`config.mk`:
```
export PLATFORM = sky130hd
export DESIGN_NAME = adc_seq
export DESIGN_NICKNAME = d
export VERILOG_FILES = /design/src/rtl/adc_seq_pkg.sv /design/src/rtl/adc_seq_timer.sv /design/src/rtl/adc_seq_capture.sv /design/src/rtl/adc_seq_errcnt.sv /design/src/rtl/adc_seq.sv
export SDC_FILE = /design/constraint.sdc
export NUM_CORES = 1
export LEC_CHECK = 0
export BUFFER_PORTS_ARGS = -buffer_cell sky130_fd_sc_hd__clkbuf_2
export CORE_UTILIZATION = 45
export CTS_CLUSTER_DIAMETER = 100
export DETAILED_ROUTE_END_ITERATION = 10
export PLACE_DENSITY = 0.78
export SKIP_CTS_REPAIR_TIMING = 1
export SKIP_LAST_GASP = 1
export SYNTH_ARGS = -nofsm -noshare
export SYNTH_HDL_FRONTEND = slang
export SYNTH_SLANG_ARGS = --single-unit
```
`constraint.sdc`:
```
create_clock -name clk -period 3.5 [get_ports clk]
set_input_delay 0.175 -clock clk [delete_from_list [all_inputs] [get_ports clk]]
set_output_delay 0.175 -clock clk [all_outputs]
set_load 0.02 [all_outputs]
```
`src/rtl/adc_seq_pkg.sv`:
```
`timescale 1ns/1ps
package adc_seq_pkg;

  typedef enum logic [2:0] {
    S_IDLE, S_SLEEP, S_WAKE, S_CONV, S_BRISE, S_BFALL, S_READ, S_GAP
  } seq_state_t;

  // nanoseconds to whole clock cycles, rounded up, never below one
  function automatic int cyc_ceil(input int ns, input int clk_ns);
    int c;
    c = (ns + clk_ns - 1) / clk_ns;
    return (c < 1) ? 1 : c;
  endfunction

  function automatic int imax(input int a, input int b);
    return (a > b) ? a : b;
  endfunction

endpackage

```
`src/rtl/adc_seq_timer.sv`:
```
`timescale 1ns/1ps
module adc_seq_timer #(
  parameter int W = 8
) (
  input  logic         clk,
  input  logic         rst,
  input  logic         load,
  input  logic [W-1:0] load_val,
  output logic         expired
);
  logic [W-1:0] cnt;

  always_ff @(posedge clk) begin
    if (rst)              cnt <= '0;
    else if (load)        cnt <= load_val;
    else if (cnt != '0)   cnt <= cnt - 1'b1;
  end

  assign expired = (cnt == '0);
endmodule

```
`src/rtl/adc_seq_capture.sv`:
```
`timescale 1ns/1ps
module adc_seq_capture #(
  parameter int DATA_W = 14
) (
  input  logic              clk,
  input  logic              rst,
  input  logic              cap,
  input  logic [DATA_W-1:0] bus,
  output logic              valid,
  output logic [DATA_W-1:0] data
);
  always_ff @(posedge clk) begin
    if (rst) begin
      valid <= 1'b0;
      data  <= '0;
    end else begin
      valid <= cap;
      if (cap) data <= bus;
    end
  end


  single_pulse_chk: assert property (@(posedge clk) disable iff (rst)
    valid |=> !valid);
endmodule

```
`src/rtl/adc_seq_errcnt.sv`:
```
`timescale 1ns/1ps
module adc_seq_errcnt #(
  parameter int ERR_W = 8
) (
  input  logic             clk,
  input  logic             rst,
  input  logic             inc,
  output logic [ERR_W-1:0] count
);
  always_ff @(posedge clk) begin
    if (rst)                    count <= '0;
    else if (inc && !(&count))  count <= count + 1'b1;
  end


  err_saturate_chk: assert property (@(posedge clk) disable iff (rst)
    (&count) |=> (&count));


  err_step_chk: assert property (@(posedge clk) disable iff (rst)
    !inc |=> (count == $past(count)));
endmodule

```
`src/rtl/adc_seq.sv`:
```
`timescale 1ns/1ps
module adc_seq
  import adc_seq_pkg::*;
#(
  parameter int CLK_NS          = 5,
  parameter int DATA_W          = 14,
  parameter int ERR_W           = 8,
  parameter int CONVST_MIN_NS   = 35,
  parameter int BUSY_RISE_NS    = 70,
  parameter int CONV_MAX_NS     = 2200,
  parameter int MARGIN_CYC      = 4,
  parameter int RD_PULSE_NS     = 35,
  parameter int RD_ACCESS_5V_NS = 35,
  parameter int RD_ACCESS_3V_NS = 40,
  parameter bit VIO_3V          = 1'b0,
  parameter int RELINQ_NS       = 30,
  parameter int ACQ_NS          = 300,
  parameter int WAKE_NS         = 2000
) (
  input  logic              clk,
  input  logic              rst,
  input  logic              run,
  input  logic              sleep,
  input  logic              adc_busy,
  input  logic [DATA_W-1:0] adc_data,
  output logic              adc_convst_n,
  output logic              adc_cs_n,
  output logic              adc_rd_n,
  output logic              adc_stby_n,
  output logic              smp_valid,
  output logic [DATA_W-1:0] smp_data,
  output logic [ERR_W-1:0]  err_count
);
  localparam int ACC_NS    = VIO_3V ? RD_ACCESS_3V_NS : RD_ACCESS_5V_NS;
  localparam int T1_CYC    = cyc_ceil(CONVST_MIN_NS, CLK_NS);
  localparam int BRISE_CYC = cyc_ceil(BUSY_RISE_NS, CLK_NS) + MARGIN_CYC;
  localparam int BFALL_CYC = cyc_ceil(CONV_MAX_NS, CLK_NS) + MARGIN_CYC;
  localparam int RD_CYC    = imax(cyc_ceil(ACC_NS, CLK_NS), cyc_ceil(RD_PULSE_NS, CLK_NS));
  localparam int GAP_CYC   = imax(cyc_ceil(ACQ_NS, CLK_NS), cyc_ceil(RELINQ_NS, CLK_NS));
  localparam int WAKE_CYC  = cyc_ceil(WAKE_NS, CLK_NS);
  localparam int MAX_CYC   = imax(imax(imax(T1_CYC, BRISE_CYC), imax(BFALL_CYC, RD_CYC)),
                                  imax(GAP_CYC, WAKE_CYC));
  localparam int CNT_W     = $clog2(MAX_CYC + 1);

  seq_state_t        state, nxt;
  logic              busy_q;
  logic              ld, expired, err_inc, cap;
  logic [CNT_W-1:0]  ld_val;

  always_comb begin
    nxt     = state;
    ld      = 1'b0;
    ld_val  = '0;
    err_inc = 1'b0;
    cap     = 1'b0;
    unique case (state)
      S_IDLE: begin
        if (sleep) nxt = S_SLEEP;
        else if (run) begin
          nxt = S_CONV;  ld = 1'b1;  ld_val = CNT_W'(T1_CYC - 1);
        end
      end
      S_SLEEP: if (!sleep) begin
        nxt = S_WAKE;  ld = 1'b1;  ld_val = CNT_W'(WAKE_CYC - 1);
      end
      S_WAKE: if (expired) nxt = S_IDLE;
      S_CONV: if (expired) begin
        nxt = S_BRISE;  ld = 1'b1;  ld_val = CNT_W'(BRISE_CYC - 1);
      end
      S_BRISE: begin
        if (busy_q) begin
          nxt = S_BFALL;  ld = 1'b1;  ld_val = CNT_W'(BFALL_CYC - 1);
        end else if (expired) begin
          nxt = S_IDLE;  err_inc = 1'b1;
        end
      end
      S_BFALL: begin
        if (!busy_q) begin
          nxt = S_READ;  ld = 1'b1;  ld_val = CNT_W'(RD_CYC - 1);
        end else if (expired) begin
          nxt = S_IDLE;  err_inc = 1'b1;
        end
      end
      S_READ: if (expired) begin
        cap = 1'b1;  nxt = S_GAP;  ld = 1'b1;  ld_val = CNT_W'(GAP_CYC - 1);
      end
      S_GAP: if (expired) nxt = S_IDLE;
      default: nxt = S_IDLE;
    endcase
  end

  always_ff @(posedge clk) begin
    if (rst) begin
      state        <= S_IDLE;
      busy_q       <= 1'b0;
      adc_convst_n <= 1'b1;
      adc_cs_n     <= 1'b1;
      adc_rd_n     <= 1'b1;
      adc_stby_n   <= 1'b1;
    end else begin
      state        <= nxt;
      busy_q       <= adc_busy;
      adc_convst_n <= (nxt != S_CONV);
      adc_cs_n     <= (nxt != S_READ);
      adc_rd_n     <= (nxt != S_READ);
      adc_stby_n   <= (nxt != S_SLEEP);
    end
  end

  adc_seq_timer #(.W(CNT_W)) u_timer (
    .clk(clk), .rst(rst), .load(ld), .load_val(ld_val), .expired(expired)
  );

  adc_seq_capture #(.DATA_W(DATA_W)) u_cap (
    .clk(clk), .rst(rst), .cap(cap), .bus(adc_data),
    .valid(smp_valid), .data(smp_data)
  );

  adc_seq_errcnt #(.ERR_W(ERR_W)) u_err (
    .clk(clk), .rst(rst), .inc(err_inc), .count(err_count)
  );

  // width of the current convert-start low pulse, for the R2 check
  logic [CNT_W-1:0] lo_run;
  always_ff @(posedge clk) begin
    if (rst || adc_convst_n)          lo_run <= '0;
    else if (lo_run < CNT_W'(T1_CYC)) lo_run <= lo_run + 1'b1;
  end


  reset_idle_chk: assert property (@(posedge clk)
    rst |=> (adc_convst_n && adc_rd_n && adc_cs_n && adc_stby_n && !smp_valid));


  convst_width_chk: assert property (@(posedge clk) disable iff (rst)
    $rose(adc_convst_n) |-> (lo_run >= CNT_W'(T1_CYC)));


  rd_after_busy_chk: assert property (@(posedge clk) disable iff (rst)
    $fell(adc_rd_n) |-> $past(!busy_q));


  valid_after_read_chk: assert property (@(posedge clk) disable iff (rst)
    $rose(adc_rd_n) |-> smp_valid);
endmodule

```
==> results of run 1 <==
-- report_power, final --
| part | switching (W) | total (W) | internal [W] |
|---|---|---|---|
| registers | 0.000106 | 0.000612 | 0.000506 |
| clock network | 0.000156 | 0.000441 | 0.000285 |
| logic | 0.000331 | 0.000582 | 0.000252 |
| total | 0.000593 | 0.00164 | 0.00104 |
-- final cells by class --
| cell class | count | area (µm²) |
|---|---|---|
| Clock buffer | 6 | 72.6 |
| Fill cell | 384 | 1810 |
| Tap cell | 50 | 62.6 |
| Clock inverter | 2 | 60.1 |
| Inverter | 6 | 22.5 |
| Timing Repair Buffer | 45 | 225 |
| Multi-Input combinational cell | 167 | 1080 |
| Sequential cell | 39 | 781 |
-- critical path, delay by kind of cell, from the launching register on --
family | cells | cell delay, ps
AO/OA/AOI/OAI | 1 | 150
flip-flops | 1 | 350
AND/OR/NAND/NOR | 3 | 1400
adder cells (fa/ha/maj) | 1 | 160
buffers and inverters | 1 | 90
-- routing by layer --
metal,track usage,up-vias
li1,-,908
met1,0.267,853
met2,0.310,46
met3,0.0517,6
met4,0.0833,0
met5,0,-
-- through the flow --
stage	setup slack (ps)	power (W)
floorplan	1610	0.00112
global placement	1360	0.00118
detailed placement	1320	0.00119
CTS	1300	0.00164
global route	1060	0.00174
finish	1300	0.00164
-- cell families after synthesis --
| logic type | count (synthesis) |
|---|---|
| compound gates | 66 |
| xor+xnor | 4 |
| fa+ha+maj | 3 |
| buf+inv | 22 |
| flops | 39 |
| mux | 2 |
| simple gates | 92 |
-- registers in the layout (all words and copies together), names as in the netlist --
signal        flops
u_cap.valid       1
u_err.count       8
u_timer.cnt       9
u_cap.data       14
adc_stby_n        1
adc_rd_n          1
adc_convst_n      1
busy_q            1
state             3
-- cells in the final DEF, fill, tap and decap left out, types with 3 or more instances in the layout --
| cell | n |
|---|---|
| sky130_fd_sc_hd__a21oi_1 | 29 |
| sky130_fd_sc_hd__clkbuf_2 | 45 |
| sky130_fd_sc_hd__clkbuf_8 | 5 |
| sky130_fd_sc_hd__dfxtp_1 | 39 |
| sky130_fd_sc_hd__ha_1 | 3 |
| sky130_fd_sc_hd__inv_1 | 6 |
| sky130_fd_sc_hd__nand2_1 | 35 |
| sky130_fd_sc_hd__nand3_1 | 8 |
| sky130_fd_sc_hd__nand4_1 | 3 |
| sky130_fd_sc_hd__nor2_1 | 11 |
| sky130_fd_sc_hd__nor2b_1 | 3 |
| sky130_fd_sc_hd__nor3_1 | 5 |
| sky130_fd_sc_hd__o211ai_1 | 4 |
| sky130_fd_sc_hd__o21a_1 | 3 |
| sky130_fd_sc_hd__o21ai_0 | 6 |
| sky130_fd_sc_hd__o31ai_1 | 4 |
| sky130_fd_sc_hd__o41ai_1 | 3 |
| sky130_fd_sc_hd__or4_1 | 8 |
-- path summary, 6_finish.rpt --
| kind | from | end | slack (ps) | cells after the start |
|---|---|---|---|---|
| worst max-delay path | u_timer.cnt[0] | u_err.count[5] | 1300 | 6 |
| worst min-delay path | adc_data[11] | u_cap.data[11] | 100 | 3 |
| worst max register to register | u_timer.cnt[0] | u_err.count[5] | 1300 | 6 |
| worst min register to register | u_cap.data[2] | u_cap.data[2] | 450 | 2 |
==> run summary, run 1 <==
The post-synthesis net count is 250. The multiplexer share of the synthesized area is 0.0101. The most common cell in the synthesized netlist is sky130_fd_sc_hd__dfxtp_1. The total die area is 4670 µm². The achievable frequency is 454 MHz. The slew at the pin with the worst max-slew slack came out at 958 ps. The total iterations of the first detailed-routing run is 4. The clock transition at the register clock pins on the worst setup and hold paths after CTS came out at 80 ps. The biggest cell delay along the critical path came out at 610 ps. The count of nets left with antenna violations once routing finished came out at 0.

The number of setup violations in the final report came out at 0. The routed length on met3 is 188 µm. The count of boundary I/O pins is 46.

The core utilization of the finished layout is 0.559. TritonCTS built the clock tree. The antenna cell count came out at 0.

After detailed routing, the total wire length is 4300 µm. The count of yosys warnings during synthesis came out at 0. The min-delay analysis places its worst path in the category in -> reg.

The part of the Yosys area used for sequential elements came out at 0.394. Across the VDD grid, the largest voltage drop is 378 µV. Setup repair after global routing left no endpoint under its margin.

The number of hold violations in the final report was 0. The share of layout cells above drive strength 1 is 0.249. By area, the combinational part of the netlist is dominated by simple AND/OR/NAND/NOR gates.

The maximum number of pins on one net before global-route repair came out at 38. The data arrival at the endpoint of the critical path is 2430 ps. The share of synthesized area in the top cell type comes to 0.394. The highest routed metal layer is met4. Of the total synthesized cell area, the portion taken by XOR and XNOR cells is 0.0177. The worst hold slack after final layout came out at 101 ps. The tree is rooted in a sky130_fd_sc_hd__clkbuf_8. The initial antenna violation count is 0. The area share of fa/ha/maj cells after synthesis came out at 0.0190.

The number of remaining DRC errors came out at 0. The clock period minus final worst setup slack came out at 2200 ps. The required time reported for the critical path endpoint came out at 3720 ps.

Yosys attributes the largest share of cell area to sky130_fd_sc_hd__dfxtp_1 39%, sky130_fd_sc_hd__a21oi_1 7.3%, sky130_fd_sc_hd__nand2_1 6.6%. The wire length of the first global-routing pass came out at 6990 µm. By startpoint and endpoint, the worst setup path is classified as reg -> reg. The total routing resource utilization after global routing came out at 0.202.

The cell with the largest stage delay on the worst path is sky130_fd_sc_hd__or4_1. The violation count after the first detailed-route iteration is 122. The wire length on met1 came out at 2070 µm.

The wire length per cell after detailed routing came out at 13.6 µm. The summed instance area of the synthesized netlist came out at 1980 µm². The final total negative setup slack came out at 0 ps.

The commonest cells after synthesis are 39 x sky130_fd_sc_hd__dfxtp_1, 35 x sky130_fd_sc_hd__nand2_1, 29 x sky130_fd_sc_hd__a21oi_1. The count of buffers added on input and output ports is 45. The post-synthesis simple-gate area fraction came out at 0.274.

The routed wire length on met2 came out at 1970 µm. The worst slew margin relative to its limit came out at 0.361. The relative area change from synthesis to final layout is 16.2%. After synthesis the netlist holds a flip-flop and latch count of 39.

In this run, distinct cell masters in the synthesized netlist total 53. The mean number of vias per cell came out at 5.76. Walking the worst path, the cells encountered are inv_1 > ha_1 > nor4b_4 > nand4_2 > or4_1 > a21oi_1.

The final standard cell count with taps included and fillers excluded came out at 315. The compound-gate portion of the synthesized area is 0.224. The die outline width came out at 68.3 µm. The die is 68.3 µm tall.

Including well taps, the total number of placed cells is 307. The routability congestion estimate from global placement came out at 0.861. The largest total area in the synthesized netlist belongs to sky130_fd_sc_hd__dfxtp_1. STA classifies the critical path startpoint as a flop. The detailed router placed 1813 vias in this run.

The number of max-slew violations in the final report came to 0. The maximum fanout count along the critical path is 16. The level count of the clock H-tree is 2.

After the last flow step, the layout net total stands at 286. In this run, CTS created clock tree buffers numbering 5. The number of placement rows came out at 23.

Among all flip-flop cells after synthesis, the most frequent one is sky130_fd_sc_hd__dfxtp_1. The proportion of register bits with asynchronous set or reset after synthesis is 0. The flow ran to the end, and the final reports show no timing, DRC or antenna violations.

After global routing the overflow that remains totals 0. In the synthesized netlist, the number of instances is 228. The clock passes through at most 2 buffers. The power density over the cells came out at 711 nW/µm².

The design area came out at 2300 µm². The effective utilization at floorplan came out at 0.481. The cell area reported after detailed placement is 2170 µm². Of the available clock period, the critical path in the final layout requires 0.630.

The worst setup path is captured at a flop. The total half-perimeter wirelength after legalization and detailed placement is 3000 µm. The mean instance size in the synthesized netlist is 8.69 µm². The count of maximum capacitance violations is 0.

The core region is 4120 µm². The synthesized design contains 0 enable-type register cells. The reported leakage power came out at 0.887 nW.

The source-to-sink clock delay at the later pin of the worst-skew pair is 300 ps. The clock net in this run drives a total of 39 sinks. The worst clock skew on the final layout came out at 11.2 ps. The via count of the first global-routing pass is 1517.
Power figures use the tool's default switching activity.
==> inputs of run 2 (changes only) <==
==> constraint.sdc (replaced) <==
create_clock -name clk -period 2.1 [get_ports clk]
set_input_delay 0.105 -clock clk [delete_from_list [all_inputs] [get_ports clk]]
set_output_delay 0.105 -clock clk [all_outputs]
set_load 0.02 [all_outputs]
==> run 2 against run 1 <==
  * Global-route usage is 0.77 points higher
  * Utilization is 1.8 points higher
  * Sequential share of layout area is 1.0 points lower
  * First-iteration DRC count is 22% higher
  * Design area is 3.2% higher
  * Hold slack worse by 93 ps
  * Fmax is 10% higher
  * Clock skew is 3.1 ps lower
  * Largest power group is now combinational logic
  * Worst setup slack worse by 1200 ps
  * Register-to-register slack worse by 1200 ps
  * Clock power is 20% higher
==> run summary, run 2 (synthesis gave the netlist of run 1 again) <==
The slew at the pin with the worst max-slew slack was 598 ps (was 958 ps). The total half-perimeter wirelength after legalization and detailed placement came out at 3220 µm (was 3000 µm). The final worst setup slack came to 101 ps (was 1300 ps).

The violation count after the first detailed-route iteration is 149 (was 122). The residual overflow from global routing is 0 (unchanged). The number of filler instances in the final layout came to 364 (was 384). The clock sink count came out at 39 (unchanged). The area used by multi-input combinational logic is 1090 µm² (was 1080 µm²). The root cell of the clock tree is sky130_fd_sc_hd__clkbuf_8 (unchanged).

The number of setup violations in the final report came out at 0 (unchanged). The worst hold path endpoint was busy_q (was u_cap.data[11]). The TritonCTS clock tree is done (unchanged). The total die area came out at 4670 µm² (unchanged). The mean number of vias per cell is 5.67 (was 5.76).

The required time reported for the critical path endpoint came out at 2280 ps (was 3720 ps). The critical path start-end classification is reg -> reg (unchanged). The pre-CTS setup slack came out at 35.1 ps (was 1320 ps). The most common cell after layout, fill and taps aside was sky130_fd_sc_hd__clkbuf_2 (unchanged). The height of the die is 68.3 µm (unchanged).

The relative area change from synthesis to final layout is 19.9% (was 16.2%). The number of remaining DRC errors came out at 0 (unchanged). Leading cell types in the layout, fill and taps excluded: 45 x sky130_fd_sc_hd__clkbuf_2, 39 x sky130_fd_sc_hd__dfxtp_1, 35 x sky130_fd_sc_hd__nand2_1 (unchanged). The maximum number of pins on one net before global-route repair came to 22 (was 38).

The wire length of the first global-routing pass is 7260 µm (was 6990 µm). The sum of routed wire length over all layers came to 4570 µm (was 4300 µm). The data arrival at the endpoint of the critical path is 2180 ps (was 2430 ps). The number of max-slew violations in the final report came to 0 (unchanged). The sort of element at the end of the critical path is a flop (unchanged). The final net count came out at 300 (was 286).

The register bank with the most flops is u_cap.data (unchanged). The number of hold violations in the final report came out at 0 (unchanged). The total iterations of the first detailed-routing run is 4 (unchanged). The launch point of the worst hold path is adc_busy (was adc_data[11]). The worst clock skew on the final layout was 8.12 ps (was 11.2 ps).

The maximum clock path buffer count is 2 (unchanged). The source-to-sink clock delay at the later pin of the worst-skew pair is 300 ps (about the same). The antenna cell count came out at 0 (unchanged). The total routing resource utilization after global routing came out at 0.210 (was 0.202). The area of the core is 4120 µm² (unchanged).

The clock transition at the register clock pins on the worst setup and hold paths after CTS is 80 ps (about the same). The routability congestion estimate from global placement is 0.852 (was 0.861). The count of maximum capacitance violations is 0 (unchanged). The class of the tightest hold or removal check is in -> reg (unchanged). Status: finished clean (unchanged). The effective utilization at floorplan is 0.481 (unchanged). The achievable frequency was 500 MHz (was 454 MHz).

The maximum fanout count along the critical path is 6 (was 16). The reported leakage power is 0.933 nW (was 0.887 nW). The clock period minus final worst setup slack is 2000 ps (was 2200 ps). The count of port buffers added during placement was 45 (unchanged).

The flip-flop count of the largest register after layout is 14 (unchanged). The wire length per cell after detailed routing is 13.9 µm (was 13.6 µm). The via count of the first global-routing pass is 1590 (was 1517). The category of the worst setup path launch point is a flop (unchanged). The count of boundary I/O pins is 46 (unchanged). The final antenna-violating net count came out at 0 (unchanged). The final clock period utilization by the worst path is 0.952 (was 0.630). The maximum VDD drop came out at 662 µV (was 378 µV). The worst hold path depth came out at 2 (was 3). The number of placed instances, taps included came out at 321 (was 307). The worst flop-to-flop path startpoint is u_timer.cnt[0] (unchanged). The TritonCTS buffer count is 5 (unchanged). The worst slew margin relative to its limit came out at 0.600 (was 0.361). The number of placement rows is 23 (unchanged). The final standard cell count with taps included and fillers excluded is 329 (was 315). The power density over the cells is 1140 nW/µm² (was 711 nW/µm²).

Unrepaired setup endpoints after global routing: true (was false). The share of layout cells above drive strength 1 came out at 0.297 (was 0.249). The die outline width came out at 68.3 µm (unchanged).

Registers with the most flip-flops: u_cap.data x14, u_timer.cnt x9, u_err.count x8 (unchanged). The level count of the clock H-tree is 2 (unchanged). The total area of sequential cells came out at 781 µm² (unchanged). The slack of the worst reg-to-reg path came out at 100 ps (was 1300 ps). The total number of vias came out at 1866 (was 1813). The logic depth of the worst register-to-register path was 6 (unchanged). The end of the worst register-to-register path is adc_rd_n (was u_err.count[5]). The initial antenna violation count came out at 0 (unchanged).
run 2: metrics by stage:
stage | instance area [µm²] | setup TNS (ps) | utilization | total power, W | hold slack (ps)
3_5_place_dp | 2270 | 0 | 0.553 | 0.00211 | 323
4_1_cts | 2370 | 0 | 0.575 | 0.00265 | 8.70
5_1_grt | 2370 | -12.5 | 0.577 | 0.00285 | 20.8
2_1_floorplan | 1980 | 0 | - | 0.00186 | 233
6_report | 2370 | 0 | 0.577 | 0.00270 | 7.86
3_3_place_gp | 2270 | 0 | 0.553 | 0.00209 | 317
run 2: worst max-delay path by stage:
stage	start	endpoint	slack (ps)	cells past startpoint
floorplan	u_timer.cnt[0]	adc_rd_n	210	7
detailed placement	u_timer.cnt[0]	adc_rd_n	40	6
finish	u_timer.cnt[0]	adc_rd_n	100	6
global route	u_timer.cnt[0]	u_err.count[0]	-10	7
CTS	u_timer.cnt[4]	adc_rd_n	10	4
global placement	u_timer.cnt[0]	adc_rd_n	100	6
run 2: where the power goes:
group | total [W] | switching, W | internal [W]
clock | 0.000530 | 0.000292 | 0.000237
sequential | 0.000987 | 0.000145 | 0.000842
combinational | 0.00118 | 0.000631 | 0.000549
run 2: routing by layer:
metal,vias to the layer above,global-route usage,part of all wire
li1,939,-,-
met1,871,0.279,0.47
met2,50,0.317,0.47
met3,6,0.0533,0.046
met4,0,0.0938,0.014
met5,-,0,0
run 2: area by class of cell:
type | instances | area share
clock buffer | 5 | 0.0290
clock inverter | 3 | 0.0100
inverter | 6 | 0.00948
multi-input combinational | 167 | 0.457
sequential | 39 | 0.329
tap | 50 | 0.0263
timing repair buffer | 59 | 0.139
run 2: worst max-delay path, stage by stage (launching register included):
cell and delay (ps):
sky130_fd_sc_hd__dfxtp_1 340, sky130_fd_sc_hd__inv_1 100, sky130_fd_sc_hd__ha_1 170, sky130_fd_sc_hd__or4b_4 520
sky130_fd_sc_hd__nor4_4 300, sky130_fd_sc_hd__a221oi_2 110, sky130_fd_sc_hd__a2111o_1 350
